**src/rtl/oc_pkg.sv**
```systemverilog
package oc_pkg;
  typedef logic [3:0] oc_mode_t;

  localparam oc_mode_t OC_MODE_OFF    = 4'h0;
  localparam oc_mode_t OC_MODE_TOGGLE = 4'h5;
  localparam oc_mode_t OC_MODE_PULSE  = 4'hF;

  // control word layout
  localparam int OC_MODE_LSB = 2;
  localparam int OC_MODE_MSB = 5;
  localparam int OC_IE_BIT   = 6;
  localparam int OC_FLAG_BIT = 7;
  localparam int OC_CTL_W    = OC_FLAG_BIT - OC_MODE_LSB + 1;

  localparam logic OC_SEL_CTRL = 1'b0;
  localparam logic OC_SEL_CMP  = 1'b1;
endpackage

```
**src/rtl/oc_match.sv**
```systemverilog
module oc_match #(
  parameter int CNT_W = 31
) (
  input  logic             clk,
  input  logic             rst,
  input  logic             en,
  input  logic [CNT_W-1:0] cnt_val,
  input  logic [CNT_W-1:0] armed,
  output logic             hit
);
  logic [CNT_W-1:0] prev_q;
  logic [CNT_W-1:0] d_step;
  logic [CNT_W-1:0] d_cmp;

  // previous counter sample; loaded during reset too so the first
  // step after reset is measured from a real value
  always_ff @(posedge clk) begin
    prev_q <= cnt_val;
  end

  always_comb begin
    d_step = cnt_val - prev_q;
    d_cmp  = armed - prev_q;
    hit    = en && (d_step != '0) && (d_cmp != '0) && (d_cmp <= d_step);
  end

  // a counter that stands still never produces an event
  a_r2_still_no_event: assert property (@(posedge clk) disable iff (rst)
    $stable(cnt_val) |-> !hit);

  // no event while the channel is off
  a_r7_off_no_event: assert property (@(posedge clk) disable iff (rst)
    !en |-> !hit);
endmodule

```
**src/rtl/oc_cmp_buf.sv**
```systemverilog
module oc_cmp_buf #(
  parameter int CNT_W  = 31,
  parameter int DATA_W = 32
) (
  input  logic              clk,
  input  logic              rst,
  input  logic              active,
  input  logic              hit,
  input  logic              wr_cmp,
  input  logic [DATA_W-1:0] wr_data,
  output logic [CNT_W-1:0]  armed
);
  localparam logic [DATA_W-1:0] CMP_MASK = DATA_W'((64'd1 << CNT_W) - 64'd1);

  logic [CNT_W-1:0] armed_q;
  logic [CNT_W-1:0] shadow_q;
  logic             shadow_vld_q;
  logic [CNT_W-1:0] wr_val;

  assign wr_val = wr_data[CNT_W-1:0];
  assign armed  = armed_q;

  always_ff @(posedge clk) begin
    if (rst) begin
      armed_q      <= '0;
      shadow_q     <= '0;
      shadow_vld_q <= 1'b0;
    end else if (!active) begin
      shadow_vld_q <= 1'b0;
      if (wr_cmp) armed_q <= wr_val;
    end else begin
      if (hit && shadow_vld_q) armed_q <= shadow_q;
      if (wr_cmp) begin
        shadow_q     <= wr_val;
        shadow_vld_q <= 1'b1;
      end else if (hit) begin
        shadow_vld_q <= 1'b0;
      end
    end
  end

  // direct load while off keeps only the counter-wide bits
  a_r9_masked_load: assert property (@(posedge clk) disable iff (rst)
    (wr_cmp && !active) |=> (DATA_W'(armed_q) == ($past(wr_data) & CMP_MASK)));

  // the shadow value is promoted at the event
  a_r8_promote: assert property (@(posedge clk) disable iff (rst)
    (active && hit && shadow_vld_q) |=> (armed_q == $past(shadow_q)));

  // between events a running channel keeps its armed value
  a_r8_hold_armed: assert property (@(posedge clk) disable iff (rst)
    (active && !hit) |=> $stable(armed_q));
endmodule

```
**src/rtl/oc_ctrl.sv**
```systemverilog
module oc_ctrl
  import oc_pkg::*;
(
  input  logic                clk,
  input  logic                rst,
  input  logic                hit,
  input  logic                wr_ctrl,
  input  logic [OC_CTL_W-1:0] ctl_bits,
  output oc_mode_t            mode_q,
  output logic                ie_q,
  output logic                flag_q,
  output logic                irq_q,
  output logic                pin_q
);
  localparam int M_LO = OC_MODE_LSB - OC_MODE_LSB;
  localparam int M_HI = OC_MODE_MSB - OC_MODE_LSB;
  localparam int IE_I = OC_IE_BIT - OC_MODE_LSB;
  localparam int FL_I = OC_FLAG_BIT - OC_MODE_LSB;

  oc_mode_t mode_d;
  logic     ie_d;
  logic     flag_d;
  logic     pin_d;
  logic     clr_req;

  always_comb begin
    clr_req = wr_ctrl && ctl_bits[FL_I];
    mode_d  = wr_ctrl ? oc_mode_t'(ctl_bits[M_HI:M_LO]) : mode_q;
    ie_d    = wr_ctrl ? ctl_bits[IE_I] : ie_q;
    // an event outranks a clearing write in the same clock
    flag_d  = hit ? 1'b1 : (clr_req ? 1'b0 : flag_q);

    if (mode_d == OC_MODE_OFF) begin
      pin_d = 1'b0;
    end else if (hit) begin
      unique case (mode_q)
        OC_MODE_TOGGLE: pin_d = ~pin_q;
        OC_MODE_PULSE:  pin_d = 1'b1;
        default:        pin_d = pin_q;
      endcase
    end else if (mode_q == OC_MODE_PULSE) begin
      pin_d = 1'b0;
    end else begin
      pin_d = pin_q;
    end
  end

  always_ff @(posedge clk) begin
    if (rst) begin
      mode_q <= OC_MODE_OFF;
      ie_q   <= 1'b0;
      flag_q <= 1'b0;
      irq_q  <= 1'b0;
      pin_q  <= 1'b0;
    end else begin
      mode_q <= mode_d;
      ie_q   <= ie_d;
      flag_q <= flag_d;
      irq_q  <= flag_d & ie_d;
      pin_q  <= pin_d;
    end
  end

  a_r3_flag_on_event: assert property (@(posedge clk) disable iff (rst)
    hit |=> flag_q);

  a_r3_flag_sticky: assert property (@(posedge clk) disable iff (rst)
    (flag_q && !clr_req) |=> flag_q);

  a_r4_irq_gate: assert property (@(posedge clk) disable iff (rst)
    irq_q == (flag_q && ie_q));

  a_r10_off_pin_low: assert property (@(posedge clk) disable iff (rst)
    (mode_q == OC_MODE_OFF) |-> !pin_q);

  a_r5_toggle_flip: assert property (@(posedge clk) disable iff (rst)
    (mode_q == OC_MODE_TOGGLE && hit && !wr_ctrl) |=> (pin_q != $past(pin_q)));

  a_r6_pulse_short: assert property (@(posedge clk) disable iff (rst)
    (mode_q == OC_MODE_PULSE && pin_q && !hit && !wr_ctrl) |=> !pin_q);
endmodule

```
**src/rtl/oc_channel.sv**
```systemverilog
module oc_channel
  import oc_pkg::*;
#(
  parameter int CNT_W  = 31,
  parameter int DATA_W = 32
) (
  input  logic              clk,
  input  logic              rst,
  input  logic [CNT_W-1:0]  cnt_val,
  input  logic              wr_en,
  input  logic              wr_sel,
  input  logic [DATA_W-1:0] wr_data,
  input  logic              rd_sel,
  output logic [DATA_W-1:0] rd_data,
  output logic              pin_out,
  output logic              irq,
  output logic              flag
);
  oc_mode_t          mode_q;
  logic              ie_q;
  logic              flag_q;
  logic              irq_q;
  logic              pin_q;
  logic              hit;
  logic              active;
  logic              wr_ctrl;
  logic              wr_cmp;
  logic [CNT_W-1:0]  armed;
  logic [DATA_W-1:0] ctl_word;
  logic [DATA_W-1:0] rd_q;

  assign active  = (mode_q != OC_MODE_OFF);
  assign wr_ctrl = wr_en && (wr_sel == OC_SEL_CTRL);
  assign wr_cmp  = wr_en && (wr_sel == OC_SEL_CMP);

  oc_match #(.CNT_W(CNT_W)) u_match (
    .clk     (clk),
    .rst     (rst),
    .en      (active),
    .cnt_val (cnt_val),
    .armed   (armed),
    .hit     (hit)
  );

  oc_cmp_buf #(.CNT_W(CNT_W), .DATA_W(DATA_W)) u_cmp (
    .clk     (clk),
    .rst     (rst),
    .active  (active),
    .hit     (hit),
    .wr_cmp  (wr_cmp),
    .wr_data (wr_data),
    .armed   (armed)
  );

  oc_ctrl u_ctrl (
    .clk      (clk),
    .rst      (rst),
    .hit      (hit),
    .wr_ctrl  (wr_ctrl),
    .ctl_bits (wr_data[OC_FLAG_BIT:OC_MODE_LSB]),
    .mode_q   (mode_q),
    .ie_q     (ie_q),
    .flag_q   (flag_q),
    .irq_q    (irq_q),
    .pin_q    (pin_q)
  );

  always_comb begin
    ctl_word = '0;
    ctl_word[OC_FLAG_BIT] = flag_q;
    ctl_word[OC_IE_BIT]   = ie_q;
    ctl_word[OC_MODE_MSB:OC_MODE_LSB] = mode_q;
  end

  always_ff @(posedge clk) begin
    if (rst) rd_q <= '0;
    else     rd_q <= (rd_sel == OC_SEL_CMP) ? DATA_W'(armed) : ctl_word;
  end

  assign rd_data = rd_q;
  assign pin_out = pin_q;
  assign irq     = irq_q;
  assign flag    = flag_q;

  // read data follows the selection one clock later
  a_r11_read_flag: assert property (@(posedge clk) disable iff (rst)
    (!rd_sel && !$past(rst)) |=> (rd_data[OC_FLAG_BIT] == $past(flag_q)));
endmodule

```
**config.mk**
```make
export PLATFORM = sky130hd
export DESIGN_NAME = oc_channel
export DESIGN_NICKNAME = d
export VERILOG_FILES = /design/src/rtl/oc_pkg.sv /design/src/rtl/oc_match.sv /design/src/rtl/oc_cmp_buf.sv /design/src/rtl/oc_ctrl.sv /design/src/rtl/oc_channel.sv
export SDC_FILE = /design/constraint.sdc
export NUM_CORES = 1
export LEC_CHECK = 0
export BUFFER_PORTS_ARGS = -buffer_cell sky130_fd_sc_hd__buf_4
export CAP_MARGIN = 20
export CORE_ASPECT_RATIO = 1.1
export CORE_UTILIZATION = 30
export CTS_CLUSTER_DIAMETER = 200
export CTS_CLUSTER_SIZE = 8
export DETAILED_ROUTE_END_ITERATION = 16
export PLACE_DENSITY_LB_ADDON = 0.08
export SKIP_LAST_GASP = 1
export SYNTH_ARGS = -nofsm -noshare
export SYNTH_HDL_FRONTEND = slang
export SYNTH_SLANG_ARGS = --single-unit
```
**constraint.sdc**
```tcl
create_clock -name clk -period 5 [get_ports clk]
set_input_delay 0.5 -clock clk [delete_from_list [all_inputs] [get_ports clk]]
set_output_delay 0.5 -clock clk [all_outputs]
set_load 0.02 [all_outputs]
```
==> flow_summary.rst, run 1 <==
.. list-table::
   :header-rows: 1

   * - Metric
     - Value
   * - Maximum clock rate
     - 209.1 MHz
   * - Relative contribution of sequential cells to total power
     - 32.1%
   * - Count of vias placed by the detailed router
     - 8,727
   * - Boundary pin count
     - 103
   * - Wire length of the first global-routing pass
     - 45,320 um
   * - Share of flip-flops with an asynchronous set or reset
     - 0%
   * - Switching component of the power
     - 0.001154 W
   * - Number of storage elements in the synthesis netlist
     - 133
   * - Per-cell via count in the routed design
     - 4.892
   * - Floorplan die area
     - 31,910 um^2
   * - Average cell area after synthesis
     - 8.125 um^2
   * - Count of flip-flops with a built-in enable after synthesis
     - 0
   * - Worst Clk Skew
     - 0.01212 ns
   * - Biggest cell delay along the critical path
     - 0.39 ns
   * - Effective utilization at floorplan
     - 30.59%
   * - Final critical path time including I/O delays and setup
     - 4.783 ns
   * - Rows
     - 67
   * - Clock latency at the later pin of the worst-skew pair
     - 0.43 ns
   * - DRT antenna net count
     - 0
   * - Dominant register cell in the synthesized netlist
     - sky130_fd_sc_hd__dfxtp_1
   * - Internal power consumption
     - 0.002369 W
   * - Leakage power summed over all cells
     - 5.620 nW
   * - Synth Instances
     - 1,152
   * - Post-synthesis instance area
     - 9360 um^2
   * - Slew headroom
     - 43.04%
   * - Clock Pin Slew Worst Setup and Hold Paths
     - 0.07 ns
   * - Arrival @ worst endpoint
     - 5.09 ns
   * - Number of nets in the layout
     - 1,519
   * - Number of endpoints failing setup at the final stage
     - 0
   * - Clock tree from TritonCTS
     - done
   * - Drt pass-1 iters
     - 5
   * - Syn. warnings
     - 0
   * - Most prevalent standard cell on the critical path
     - sky130_fd_sc_hd__buf_4
   * - Clk root buf
     - sky130_fd_sc_hd__clkbuf_16
   * - H-Tree Depth
     - 4
   * - Worst Path Max Fanout
     - 7
   * - Number of buffers created by CTS
     - 17
   * - Total half-perimeter wirelength after legalization and detailed placement
     - 23,020 um
   * - Result of the run
     - finished clean
   * - Nets in the synthesized netlist
     - 1,312
   * - CP cell instances
     - inv_1, ha_4, buf_4, and2_4, a2111oi_4, or2_2, a2111oi_2, buf_4, o21bai_1, a221o_1, ha_1, nand4_1, nor2_1, nand2_1, o221ai_2, a221oi_2, a21oi_2, nor3_4, a32oi_4, buf_6, mux2_1
   * - Clk pwr share
     - 36.5%
   * - Placed insts
     - 1,750
   * - Routed length per instance
     - 16.31 um
   * - Final std cells w/o fill
     - 1,784
   * - Total DRC errors in the routed layout
     - 0
   * - Power density of the placed cells
     - 287.8 nW/um^2
   * - Iter 0 DRT Violations
     - 407
   * - Element type at the critical path end
     - register
   * - Maximum count of clock buffers along a single path
     - 2
   * - Least-Margin Pin Slew
     - 0.8543 ns
   * - Routed WL
     - 29,100 um
   * - Largest net degree at the start of global routing
     - 63
   * - Most area-consuming cells after synthesis
     - sky130_fd_sc_hd__dfxtp_1, sky130_fd_sc_hd__ha_1, sky130_fd_sc_hd__a21oi_1
   * - Library cell occupying the most area in the post-synthesis netlist
     - sky130_fd_sc_hd__dfxtp_1
   * - Yosys cell types
     - 74
   * - Switching part of the total power
     - 32.77%
   * - Area of all placed cells without fillers
     - 12,240 um^2
   * - Pwr Total
     - 0.003523 W
   * - Share of the synthesized area in the top cell type
     - 28.45%
   * - Number of antenna violations at the first check in global routing
     - 0
   * - Part of the cycle the worst path needs
     - 95.67%
   * - Worst endpoint required time
     - 5.31 ns
   * - Peak VDD IR
     - 0.2306 mV
   * - Clk sinks
     - 133
   * - # Max-Cap Violations
     - 0
   * - Fin. max-slew vios
     - 0
   * - Area delta synth->final
     - 30.80%
   * - Final hold viol count
     - 0
   * - X dimension of the die
     - 170.4 um
   * - Crit start category
     - register
   * - Share of post-route cells with drive strength above 1
     - 22.99%
   * - Buffers added on ports
     - 100
   * - Global-route usage over all layers
     - 18.40%
   * - Gp weighted congestion
     - 0.8347
   * - Inserted Diodes
     - 0
   * - Hold Crit Class
     - in2reg
   * - Std-Cell Core Area
     - 30,600 um^2
   * - Via count of the first global-routing pass
     - 8,576
   * - Type of the worst setup path
     - reg2reg
   * - Cell at the slowest stage of the critical path
     - sky130_fd_sc_hd__a221o_1
   * - Portion of the post-synthesis area used by sequential elements
     - 28.45%
   * - Instance area at placement
     - 11,400 um^2
   * - Part of the total power dissipated in combinational logic
     - 31.4%
   * - Overall die height
     - 187.3 um
   * - Leftover overflow at the end of global routing
     - 0
-- synthesized netlist by cell type, types with 4 or more instances --
cell	number
sky130_fd_sc_hd__dfxtp_1	133
sky130_fd_sc_hd__a21oi_1	110
sky130_fd_sc_hd__mux2_1	30
sky130_fd_sc_hd__a31oi_1	7
sky130_fd_sc_hd__and2_1	34
sky130_fd_sc_hd__clkbuf_1	32
sky130_fd_sc_hd__nand2_1	139
sky130_fd_sc_hd__nand4_1	18
sky130_fd_sc_hd__o211ai_1	18
sky130_fd_sc_hd__a22oi_1	5
sky130_fd_sc_hd__inv_1	53
sky130_fd_sc_hd__o2111ai_1	4
sky130_fd_sc_hd__xnor2_1	25
sky130_fd_sc_hd__xor2_1	18
sky130_fd_sc_hd__nand2b_1	15
sky130_fd_sc_hd__nor2b_1	33
sky130_fd_sc_hd__o21ai_0	48
sky130_fd_sc_hd__nand3_1	14
sky130_fd_sc_hd__or3_1	9
sky130_fd_sc_hd__mux2i_1	48
sky130_fd_sc_hd__o21a_1	12
sky130_fd_sc_hd__a21boi_0	8
sky130_fd_sc_hd__or2_2	11
sky130_fd_sc_hd__and3_1	5
sky130_fd_sc_hd__a21o_1	35
sky130_fd_sc_hd__o21bai_1	7
sky130_fd_sc_hd__ha_1	90
sky130_fd_sc_hd__nor3_1	17
sky130_fd_sc_hd__nor4_1	10
sky130_fd_sc_hd__nor2_1	86
sky130_fd_sc_hd__a211oi_1	8
sky130_fd_sc_hd__a211o_1	4
-- kinds of logic after synthesis --
group | count (synthesis) | synth area share [%]
muxes | 79 | 8.862
AOI/OAI and AO/OA | 299 | 20.49
adders and majority gates | 92 | 12.46
other | 1 | 0.04006
DFF | 133 | 28.45
buffers and inverters | 93 | 4.037
xor gates and xnor gates | 43 | 4.024
and+or+nand+nor | 412 | 21.64
-- power by group through the flow --
| stage | logic, W | registers (W) | clock network (W) |
|---|---|---|---|
| floorplan | 0.000678 | 0.00115 | 0 |
| global placement | 0.00106 | 0.00115 | 0 |
| detailed placement | 0.00106 | 0.00115 | 0 |
| CTS | 0.00107 | 0.00113 | 0.00132 |
| global route | 0.00123 | 0.00114 | 0.00136 |
| finish | 0.00111 | 0.00113 | 0.00129 |
-- layout by cell type, fill, tap and decap left out, types with 33 or more instances in the layout --
master                    Yosys  final
sky130_fd_sc_hd__inv_1       53     53
sky130_fd_sc_hd__buf_4        1    223
sky130_fd_sc_hd__a21oi_1    110    100
sky130_fd_sc_hd__mux2i_1     48     48
sky130_fd_sc_hd__dfxtp_1    133    132
sky130_fd_sc_hd__and2_1      34     33
sky130_fd_sc_hd__ha_1        90     87
sky130_fd_sc_hd__o21ai_0     48     44
sky130_fd_sc_hd__nor2_1      86     84
sky130_fd_sc_hd__nand2_1    139    139
sky130_fd_sc_hd__a21o_1      35     35
-- metrics by stage --
step / setup TNS, ns / setup slack (ns) / hold WS, ns / util, %
final: 0 / 0.2166 / 0.1733 / 40.01
after global routing: -0.2457 / -0.03012 / 0.1552 / 40.01
after CTS: 0 / 0.002427 / 0.1510 / 39.27
after detailed placement: -10.72 / -0.3834 / 0.4456 / 37.26
after global placement: -8.514 / -0.3053 / 0.4406 / 37.26
after floorplan: 0 / 0.2439 / 0.4357 / -
-- registers in the layout (all words and copies together), names as in the netlist --
signal and count:
u_match.prev_q 31, rd_data 31, u_ctrl.flag_q 1, u_cmp.armed 31, u_cmp.shadow_vld_q 1, u_ctrl.ie_q 1, u_ctrl.mode_q 4, u_ctrl.pin_q 1
u_ctrl.irq_q 1, u_cmp.shadow_q 31
-- routing by layer --
| metal | GRT usage, % | vias to the layer above | share of wire (%) |
|---|---|---|---|
| li1 | - | 4520 | - |
| met1 | 25.58 | 4051 | 49 |
| met2 | 29.54 | 143 | 46 |
| met3 | 2.793 | 13 | 3.3 |
| met4 | 4.435 | 0 | 0.90 |
| met5 | 0 | - | 0 |
-- worst max-delay path, delay by kind of cell, from the launching register on --
| kind | cells | cell delay [ns] |
|---|---|---|
| DFF | 1 | 0.31 |
| muxes | 1 | 0.34 |
| buffers and inverters | 4 | 0.59 |
| AOI/OAI and AO/OA | 8 | 1.76 |
| and+or+nand+nor | 6 | 1.05 |
| adders and majority gates | 2 | 0.60 |
-- worst paths after layout --
| path | start | end | slack, ns | cells past startpoint |
|---|---|---|---|---|
| worst min register to register | u_cmp.shadow_q[1] | u_cmp.shadow_q[1] | 0.45 | 2 |
| worst max-delay path | u_match.prev_q[7] | u_cmp.armed[0] | 0.22 | 21 |
| worst min-delay path | cnt_val[13] | u_match.prev_q[13] | 0.17 | 1 |
| worst max register to register | u_match.prev_q[7] | u_cmp.armed[0] | 0.22 | 21 |
-- final cells by class --
class	instances	area [um^2]
clock buffers	19	452.9
clock inverters	11	127.6
fillers	3202	18360
inverters	53	198.9
multi-input cells	926	6529
flip-flops and latches	133	2664
well taps	414	518.0
repair buffers	228	1753
-- repair_timing --
item	in CTS	in global routing
setup buffers	0	1
pin swaps	1	9
hold buffers	0	0
setup endpoints to repair	30	34
resized for setup	8	36
cloned	0	3
No activity file was read; power rests on OpenSTA's default activity.
==> run 2, diff against run 1 <==
--- a/config.mk
+++ b/config.mk
@@ -5,14 +5,16 @@
 export SDC_FILE = /design/constraint.sdc
 export NUM_CORES = 1
 export LEC_CHECK = 0
+export ABC_AREA = 0
 export BUFFER_PORTS_ARGS = -buffer_cell sky130_fd_sc_hd__buf_4
 export CAP_MARGIN = 20
-export CORE_ASPECT_RATIO = 1.1
+export CORE_ASPECT_RATIO = 0.9
 export CORE_UTILIZATION = 30
 export CTS_CLUSTER_DIAMETER = 200
 export CTS_CLUSTER_SIZE = 8
 export DETAILED_ROUTE_END_ITERATION = 16
 export PLACE_DENSITY_LB_ADDON = 0.08
+export RECOVER_POWER = 100
 export SKIP_LAST_GASP = 1
 export SYNTH_ARGS = -nofsm -noshare
 export SYNTH_HDL_FRONTEND = slang
==> run 2 against run 1 <==
Clock power is 3% lower. Clock-buffer cell count is 1 lower. The run now ends with max-capacitance violations, max-slew violations left. Sequential power hardly changed. Critical path type unchanged. Cell count is 0.73% lower.
==> flow_summary.rst, run 2 (synthesis gave the netlist of run 1 again) <==
.. list-table::
   :header-rows: 1

   * - Metric
     - Value
   * - Number of inserted filler cells in the final layout
     - 3,199 (was 3,202)
   * - Area of all placed cells without fillers
     - 11,960 um^2 (was 12,240 um^2)
   * - Via count of the first global-routing pass
     - 8,200 (was 8,576)
   * - Clock Pin Slew Worst Setup and Hold Paths
     - 0.07 ns (about the same)
   * - Share of post-route cells with drive strength above 1
     - 18.06% (was 22.99%)
   * - M3 GR Usage
     - 3.081% (was 2.793%)
   * - Element type at the critical path end
     - register (unchanged)
   * - Per-cell via count in the routed design
     - 4.961 (was 4.892)
   * - Placed insts
     - 1,731 (was 1,750)
   * - Maximum clock rate
     - 207.3 MHz (was 209.1 MHz)
   * - Worst Min Path Start
     - cnt_val[15] (was cnt_val[13])
   * - Iter 0 DRT Violations
     - 416 (was 407)
   * - Internal power consumption
     - 0.002294 W (was 0.002369 W)
   * - Total half-perimeter wirelength after legalization and detailed placement
     - 23,050 um (was 23,020 um)
   * - Total DRC errors in the routed layout
     - 0 (unchanged)
   * - Part of the cycle the worst path needs
     - 96.48% (was 95.67%)
   * - Register Area
     - 2663 um^2 (was 2664 um^2)
   * - Met1 track utilization from global routing
     - 25.35% (was 25.58%)
   * - Cell class contributing the biggest share of worst-path delay
     - compound AO/OA/AOI/OAI gates (unchanged)
   * - Clock tree from TritonCTS
     - done (unchanged)
   * - Buffers added on ports
     - 100 (unchanged)
   * - Boundary pin count
     - 103 (unchanged)
   * - Final hold viol count
     - 0 (unchanged)
   * - # Max-Cap Violations
     - 1 (was 0)
   * - Slew headroom
     - -117.7% (was 43.04%)
   * - Switching part of the total power
     - 33.99% (was 32.77%)
   * - Instance area at placement
     - 11,330 um^2 (was 11,400 um^2)
   * - Relative contribution of sequential cells to total power
     - 32.5% (was 32.1%)
   * - Routed WL
     - 29,140 um (was 29,100 um)
   * - Std-Cell Core Area
     - 30,250 um^2 (was 30,600 um^2)
   * - Number of antenna violations at the first check in global routing
     - 0 (unchanged)
   * - Final critical path time including I/O delays and setup
     - 4.824 ns (was 4.783 ns)
   * - Crit start category
     - register (unchanged)
   * - Count of vias placed by the detailed router
     - 8,786 (was 8,727)
   * - Drt pass-1 iters
     - 5 (unchanged)
   * - Largest net degree at the start of global routing
     - 76 (was 63)
   * - Number of endpoints failing setup at the final stage
     - 0 (unchanged)
   * - Most used cells in the layout excluding fill and tap cells
     - sky130_fd_sc_hd__buf_4, sky130_fd_sc_hd__nand2_1, sky130_fd_sc_hd__dfxtp_1 (unchanged)
   * - Inserted Diodes
     - 0 (unchanged)
   * - Least-Margin Pin Slew
     - 3.266 ns (was 0.8543 ns)
   * - Placement Setup Slack
     - -0.2982 ns (was -0.3834 ns)
   * - GR met2 Demand/Resource
     - 28.51% (was 29.54%)
   * - Leakage power summed over all cells
     - 5.358 nW (was 5.620 nW)
   * - Rows
     - 60 (was 67)
   * - Global-route usage over all layers
     - 18.24% (was 18.40%)
   * - Worst Path Max Fanout
     - 6 (was 7)
   * - Peak VDD IR
     - 0.2437 mV (was 0.2306 mV)
   * - Gp weighted congestion
     - 0.8322 (was 0.8347)
   * - X dimension of the die
     - 188.2 um (was 170.4 um)
   * - Clk sinks
     - 133 (unchanged)
   * - Switching component of the power
     - 0.001181 W (was 0.001154 W)
   * - # hold bufs at CTS
     - 0 (unchanged)
   * - Floorplan die area
     - 31,910 um^2 (about the same)
   * - Fin. max-slew vios
     - 76 (was 0)
   * - Clock latency at the later pin of the worst-skew pair
     - 0.44 ns (was 0.43 ns)
   * - Leftover overflow at the end of global routing
     - 0 (unchanged)
   * - Result of the run
     - finished, violations left (was finished clean)
   * - Final std cells w/o fill
     - 1,771 (was 1,784)
   * - Overall die height
     - 169.6 um (was 187.3 um)
   * - Type of the worst setup path
     - reg2reg (unchanged)
   * - Hold Crit Class
     - in2reg (unchanged)
   * - Power density of the placed cells
     - 290.5 nW/um^2 (was 287.8 nW/um^2)
   * - Number of buffers created by CTS
     - 17 (unchanged)
   * - Hold slack final
     - 0.1979 ns (was 0.1733 ns)
   * - Part of the total power dissipated in combinational logic
     - 31.4% (about the same)
   * - Number of nets in the layout
     - 1,515 (was 1,519)
   * - DRT antenna net count
     - 0 (unchanged)
   * - Effective utilization at floorplan
     - 30.94% (was 30.59%)
   * - Wire length of the first global-routing pass
     - 45,120 um (was 45,320 um)
   * - Area of combinational cells with multiple inputs
     - 6482 um^2 (was 6529 um^2)
   * - Arrival @ worst endpoint
     - 5.14 ns (was 5.09 ns)
   * - Clk root buf
     - sky130_fd_sc_hd__clkbuf_16 (unchanged)
   * - CP cell instances
     - inv_1, ha_1, a21oi_2, o21ai_4, a2111oi_4, a211oi_2, buf_4, or4b_2, nand3_2, ha_1, a21o_1, a21o_1, a21oi_1, o221ai_1, a221oi_2, a21oi_2, nor3_4, a32oi_4, buf_12, buf_4, mux2_1 (was inv_1, ha_4, buf_4, and2_4, a2111oi_4, or2_2, a2111oi_2, buf_4, o21bai_1, a221o_1, ha_1, nand4_1, nor2_1, nand2_1, o221ai_2, a221oi_2, a21oi_2, nor3_4, a32oi_4, buf_6, mux2_1)
   * - Worst Clk Skew
     - 0.01173 ns (was 0.01212 ns)
   * - H-Tree Depth
     - 4 (unchanged)
   * - Clk pwr share
     - 36.1% (was 36.5%)
   * - Crit. Startpoint
     - u_match.prev_q[7] (unchanged)
   * - Bufs and invs on worst path
     - 4 (unchanged)
   * - Most utilized layer in the global route result
     - met2 (unchanged)
   * - R2r startpoint
     - u_match.prev_q[7] (unchanged)
   * - Area delta synth->final
     - 27.76% (was 30.80%)
   * - Biggest cell delay along the critical path
     - 0.64 ns (was 0.39 ns)
   * - Worst Setup Slack, final
     - 0.1759 ns (was 0.2166 ns)
   * - Most frequent standard cell in the layout excluding fill and tap cells
     - sky130_fd_sc_hd__buf_4 (unchanged)
   * - Worst endpoint required time
     - 5.32 ns (was 5.31 ns)
   * - Finished Core Util
     - 39.53% (was 40.01%)
   * - Cell at the slowest stage of the critical path
     - sky130_fd_sc_hd__or4b_2 (was sky130_fd_sc_hd__a221o_1)
   * - Maximum count of clock buffers along a single path
     - 2 (unchanged)
   * - Routed length per instance
     - 16.46 um (was 16.31 um)
   * - Failing checks
     - max-capacitance violations, max-slew violations
-- run 2: final timing paths --
kind	to	slack, ns	depth (start not counted)
worst min register to register	u_cmp.shadow_q[17]	0.45	2
worst max register to register	u_cmp.armed[19]	0.18	21
worst min-delay path	u_match.prev_q[15]	0.20	1
worst max-delay path	u_cmp.armed[19]	0.18	21
-- run 2: power by group through the flow --
stage	sequential (W)	combinational [W]	clock, W
after detailed placement	0.00115	0.00106	0
after global placement	0.00115	0.00105	0
final	0.00113	0.00109	0.00125
after global routing	0.00114	0.00122	0.00134
after CTS	0.00113	0.00107	0.00130
after floorplan	0.00115	0.000678	0
-- run 2: what timing repair did --
action,in CTS,in global routing
cloned,0,3
gates resized for setup,1,31
pin swaps,1,8
setup endpoints to repair,25,33
endpoints found under the hold margin,0,0
setup buffers,0,5
-- run 2: layer usage --
metal	vias up	share of wire, %
li1	4532	-
met1	4086	51
met2	145	44
met3	23	3.4
met4	0	1.9
met5	-	0
-- run 2: layout make-up --
type / count / share of cell area, %
Inverter: 53 / 1.664
Clock buffer: 18 / 3.589
Sequential cell: 133 / 22.26
Multi-Input combinational cell: 926 / 54.21
Clock inverter: 14 / 1.224
Tap cell: 403 / 4.216
Timing Repair Buffer: 224 / 12.84
-- run 2: worst reg2reg max path: cells and delay by family, from the launching register on --
family	cells	cell delay [ns]
flops	1	0.32
mux	1	0.31
compound gates	11	2.00
simple gates	3	0.94
buf+inv	4	0.55
fa+ha+maj	2	0.59
-- run 2: metrics by stage --
step | TNS, ns | total power (W)
floorplan | 0 | 0.001832
global placement | -7.020 | 0.002209
detailed placement | -8.747 | 0.002212
CTS | 0 | 0.003492
global route | -1.762 | 0.003691
finish | 0 | 0.003475
==> run 3, diff against run 2 <==
--- a/config.mk
+++ b/config.mk
@@ -14,7 +14,7 @@
 export CTS_CLUSTER_SIZE = 8
 export DETAILED_ROUTE_END_ITERATION = 16
 export PLACE_DENSITY_LB_ADDON = 0.08
-export RECOVER_POWER = 100
+export RECOVER_POWER = 50
 export SKIP_LAST_GASP = 1
 export SYNTH_ARGS = -nofsm -noshare
 export SYNTH_HDL_FRONTEND = slang
==> run 3 against run 2 <==
Global-route usage did not move. Combinational power about the same. The run still ends with max-capacitance violations, max-slew violations left. Highest routed layer unchanged. Clock power about the same.
==> flow_summary.rst, run 3 (synthesis gave the netlist of run 1 again) <==
.. list-table::
   :header-rows: 1

   * - Metric
     - Value
   * - Slew headroom
     - -119.5% (was -117.7%)
   * - Share of post-route cells with drive strength above 1
     - 18.27% (was 18.06%)
   * - Hold slack final
     - 0.1971 ns (was 0.1979 ns)
   * - Count of vias placed by the detailed router
     - 8,754 (was 8,786)
   * - Pwr Total
     - 0.003474 W (was 0.003475 W)
   * - Rows
     - 60 (unchanged)
   * - Hold worst-path end
     - u_match.prev_q[15] (unchanged)
   * - Most frequent standard cell in the layout excluding fill and tap cells
     - sky130_fd_sc_hd__buf_4 (unchanged)
   * - Number of antenna violations at the first check in global routing
     - 0 (unchanged)
   * - Part of the total power dissipated in combinational logic
     - 31.4% (about the same)
   * - Leftover overflow at the end of global routing
     - 0 (unchanged)
   * - Std-Cell Core Area
     - 30,250 um^2 (unchanged)
   * - Switching component of the power
     - 0.001179 W (was 0.001181 W)
   * - Setup slack of the worst register-to-register path
     - 0.17 ns (was 0.18 ns)
   * - Number of endpoints failing setup at the final stage
     - 0 (unchanged)
   * - Arrival @ worst endpoint
     - 5.14 ns (about the same)
   * - Switching part of the total power
     - 33.94% (was 33.99%)
   * - Global-route usage over all layers
     - 18.24% (unchanged)
   * - Placed insts
     - 1,731 (unchanged)
   * - X dimension of the die
     - 188.2 um (unchanged)
   * - Clk sinks
     - 133 (unchanged)
   * - R2r worst-path depth
     - 21 (unchanged)
   * - Final hold viol count
     - 0 (unchanged)
   * - Largest net degree at the start of global routing
     - 76 (unchanged)
   * - Clock latency at the later pin of the worst-skew pair
     - 0.44 ns (about the same)
   * - Cell class contributing the biggest share of worst-path delay
     - compound AO/OA/AOI/OAI gates (unchanged)
   * - Final critical path time including I/O delays and setup
     - 4.825 ns (was 4.824 ns)
   * - Total half-perimeter wirelength after legalization and detailed placement
     - 23,050 um (unchanged)
   * - # Max-Cap Violations
     - 1 (unchanged)
   * - Worst endpoint required time
     - 5.32 ns (about the same)
   * - Worst Path Max Fanout
     - 6 (unchanged)
   * - Routed WL
     - 29,100 um (was 29,140 um)
   * - Least-Margin Pin Slew
     - 3.292 ns (was 3.266 ns)
   * - Via count of the first global-routing pass
     - 8,200 (unchanged)
   * - Most used cells in the layout excluding fill and tap cells
     - sky130_fd_sc_hd__buf_4, sky130_fd_sc_hd__nand2_1, sky130_fd_sc_hd__dfxtp_1 (unchanged)
   * - Element type at the critical path end
     - register (unchanged)
   * - Maximum clock rate
     - 207.2 MHz (was 207.3 MHz)
   * - Part of the cycle the worst path needs
     - 96.51% (was 96.48%)
   * - Crit start category
     - register (unchanged)
   * - Result of the run
     - finished, violations left (unchanged)
   * - Inserted Diodes
     - 0 (unchanged)
   * - Clk pwr share
     - 36.1% (about the same)
   * - H-Tree Depth
     - 4 (unchanged)
   * - # hold bufs at CTS
     - 0 (unchanged)
   * - Capture point of the worst reg-to-reg path
     - u_cmp.armed[19] (unchanged)
   * - Routed length per instance
     - 16.43 um (was 16.46 um)
   * - Clock tree from TritonCTS
     - done (unchanged)
   * - Iter 0 DRT Violations
     - 402 (was 416)
   * - Cell at the slowest stage of the critical path
     - sky130_fd_sc_hd__or4b_2 (unchanged)
   * - Overall die height
     - 169.6 um (unchanged)
   * - Failing checks
     - max-capacitance violations, max-slew violations (unchanged)
   * - DRT antenna net count
     - 0 (unchanged)
   * - Number of buffers created by CTS
     - 17 (unchanged)
   * - Number of nets in the layout
     - 1,515 (unchanged)
   * - Hold Crit Class
     - in2reg (unchanged)
   * - Fin. max-slew vios
     - 76 (unchanged)
   * - Area delta synth->final
     - 27.88% (was 27.76%)
   * - Maximum count of clock buffers along a single path
     - 2 (unchanged)
   * - Per-cell via count in the routed design
     - 4.943 (was 4.961)
   * - Floorplan die area
     - 31,910 um^2 (unchanged)
   * - Drt pass-1 iters
     - 5 (unchanged)
   * - Buffers added on ports
     - 100 (unchanged)
   * - Boundary pin count
     - 103 (unchanged)
   * - Peak VDD IR
     - 0.2441 mV (was 0.2437 mV)
   * - R2r startpoint
     - u_match.prev_q[7] (unchanged)
   * - Clock Pin Slew Worst Setup and Hold Paths
     - 0.07 ns (about the same)
   * - Leakage power summed over all cells
     - 5.382 nW (was 5.358 nW)
   * - CP cell instances
     - inv_1, ha_1, a21oi_2, o21ai_4, a2111oi_4, a211oi_2, buf_4, or4b_2, nand3_2, ha_1, a21o_1, a21o_1, a21oi_1, o221ai_1, a221oi_2, a21oi_2, nor3_4, a32oi_4, buf_12, buf_4, mux2_1 (unchanged)
   * - Hold Path Cell Cnt
     - 1 (unchanged)
   * - Worst Clk Skew
     - 0.01270 ns (was 0.01173 ns)
   * - Total DRC errors in the routed layout
     - 0 (unchanged)
   * - Worst Min Path Start
     - cnt_val[15] (unchanged)
   * - Bufs and invs on worst path
     - 4 (unchanged)
   * - Clk root buf
     - sky130_fd_sc_hd__clkbuf_16 (unchanged)
   * - Biggest cell delay along the critical path
     - 0.64 ns (about the same)
   * - Type of the worst setup path
     - reg2reg (unchanged)
   * - Effective utilization at floorplan
     - 30.94% (unchanged)
   * - Relative contribution of sequential cells to total power
     - 32.5% (about the same)
   * - Power density of the placed cells
     - 290.2 nW/um^2 (was 290.5 nW/um^2)
   * - Internal power consumption
     - 0.002295 W (was 0.002294 W)
   * - Wire length of the first global-routing pass
     - 45,120 um (unchanged)
   * - Final std cells w/o fill
     - 1,771 (unchanged)
   * - Gp weighted congestion
     - 0.8322 (unchanged)
[run 3: stage by stage]
step | setup TNS [ns] | cell area (um^2) | worst slack, ns | utilization (%)
2_1_floorplan | 0 | 9360 | 0.2439 | -
3_3_place_gp | -7.020 | 11330 | -0.2346 | 37.44
3_5_place_dp | -8.747 | 11330 | -0.2982 | 37.44
4_1_cts | 0 | 11910 | 0.03055 | 39.36
5_1_grt | -1.761 | 11970 | -0.07231 | 39.57
6_report | 0 | 11970 | 0.1747 | 39.57
[run 3: cell type report]
class	count	area, um^2
Tap cell	403	504.2
Inverter	53	198.9
Clock buffer	18	429.2
Timing Repair Buffer	224	1546
Multi-Input combinational cell	926	6482
Fill cell	3197	18280
Sequential cell	133	2663
Clock inverter	14	146.4
[run 3: how the worst max path moves through the flow]
| stage | startpoint | end | slack [ns] | cells past startpoint |
|---|---|---|---|---|
| after floorplan | cnt_val[0] | u_cmp.armed[0] | 0.24 | 21 |
| after global placement | cnt_val[0] | u_cmp.armed[1] | -0.23 | 23 |
| after detailed placement | cnt_val[0] | u_cmp.armed[23] | -0.30 | 23 |
| after CTS | u_match.prev_q[1] | u_cmp.armed[23] | 0.03 | 20 |
| after global routing | u_match.prev_q[7] | u_cmp.armed[19] | -0.07 | 21 |
| final | u_match.prev_q[7] | u_cmp.armed[19] | 0.17 | 21 |
[run 3: what timing repair did]
action                     CTS  global route
pin swaps                    1             8
setup buffers                0             5
gates resized for setup      1            31
setup endpoints to repair   25            33
cloned                       0             3
[run 3: power by group through the flow]
stage / logic, W / clock network (W) / registers (W)
floorplan: 0.000678 / 0 / 0.00115
global placement: 0.00105 / 0 / 0.00115
detailed placement: 0.00106 / 0 / 0.00115
CTS: 0.00107 / 0.00130 / 0.00113
global route: 0.00122 / 0.00134 / 0.00114
finish: 0.00109 / 0.00125 / 0.00113
[run 3: routing by layer]
metal	global-route usage [%]	vias to the layer above	share of wire, %
met5	0	-	0
met4	5.832	0	1.9
met3	3.081	23	3.4
met2	28.51	143	44
met1	25.35	4057	51
li1	-	4531	-
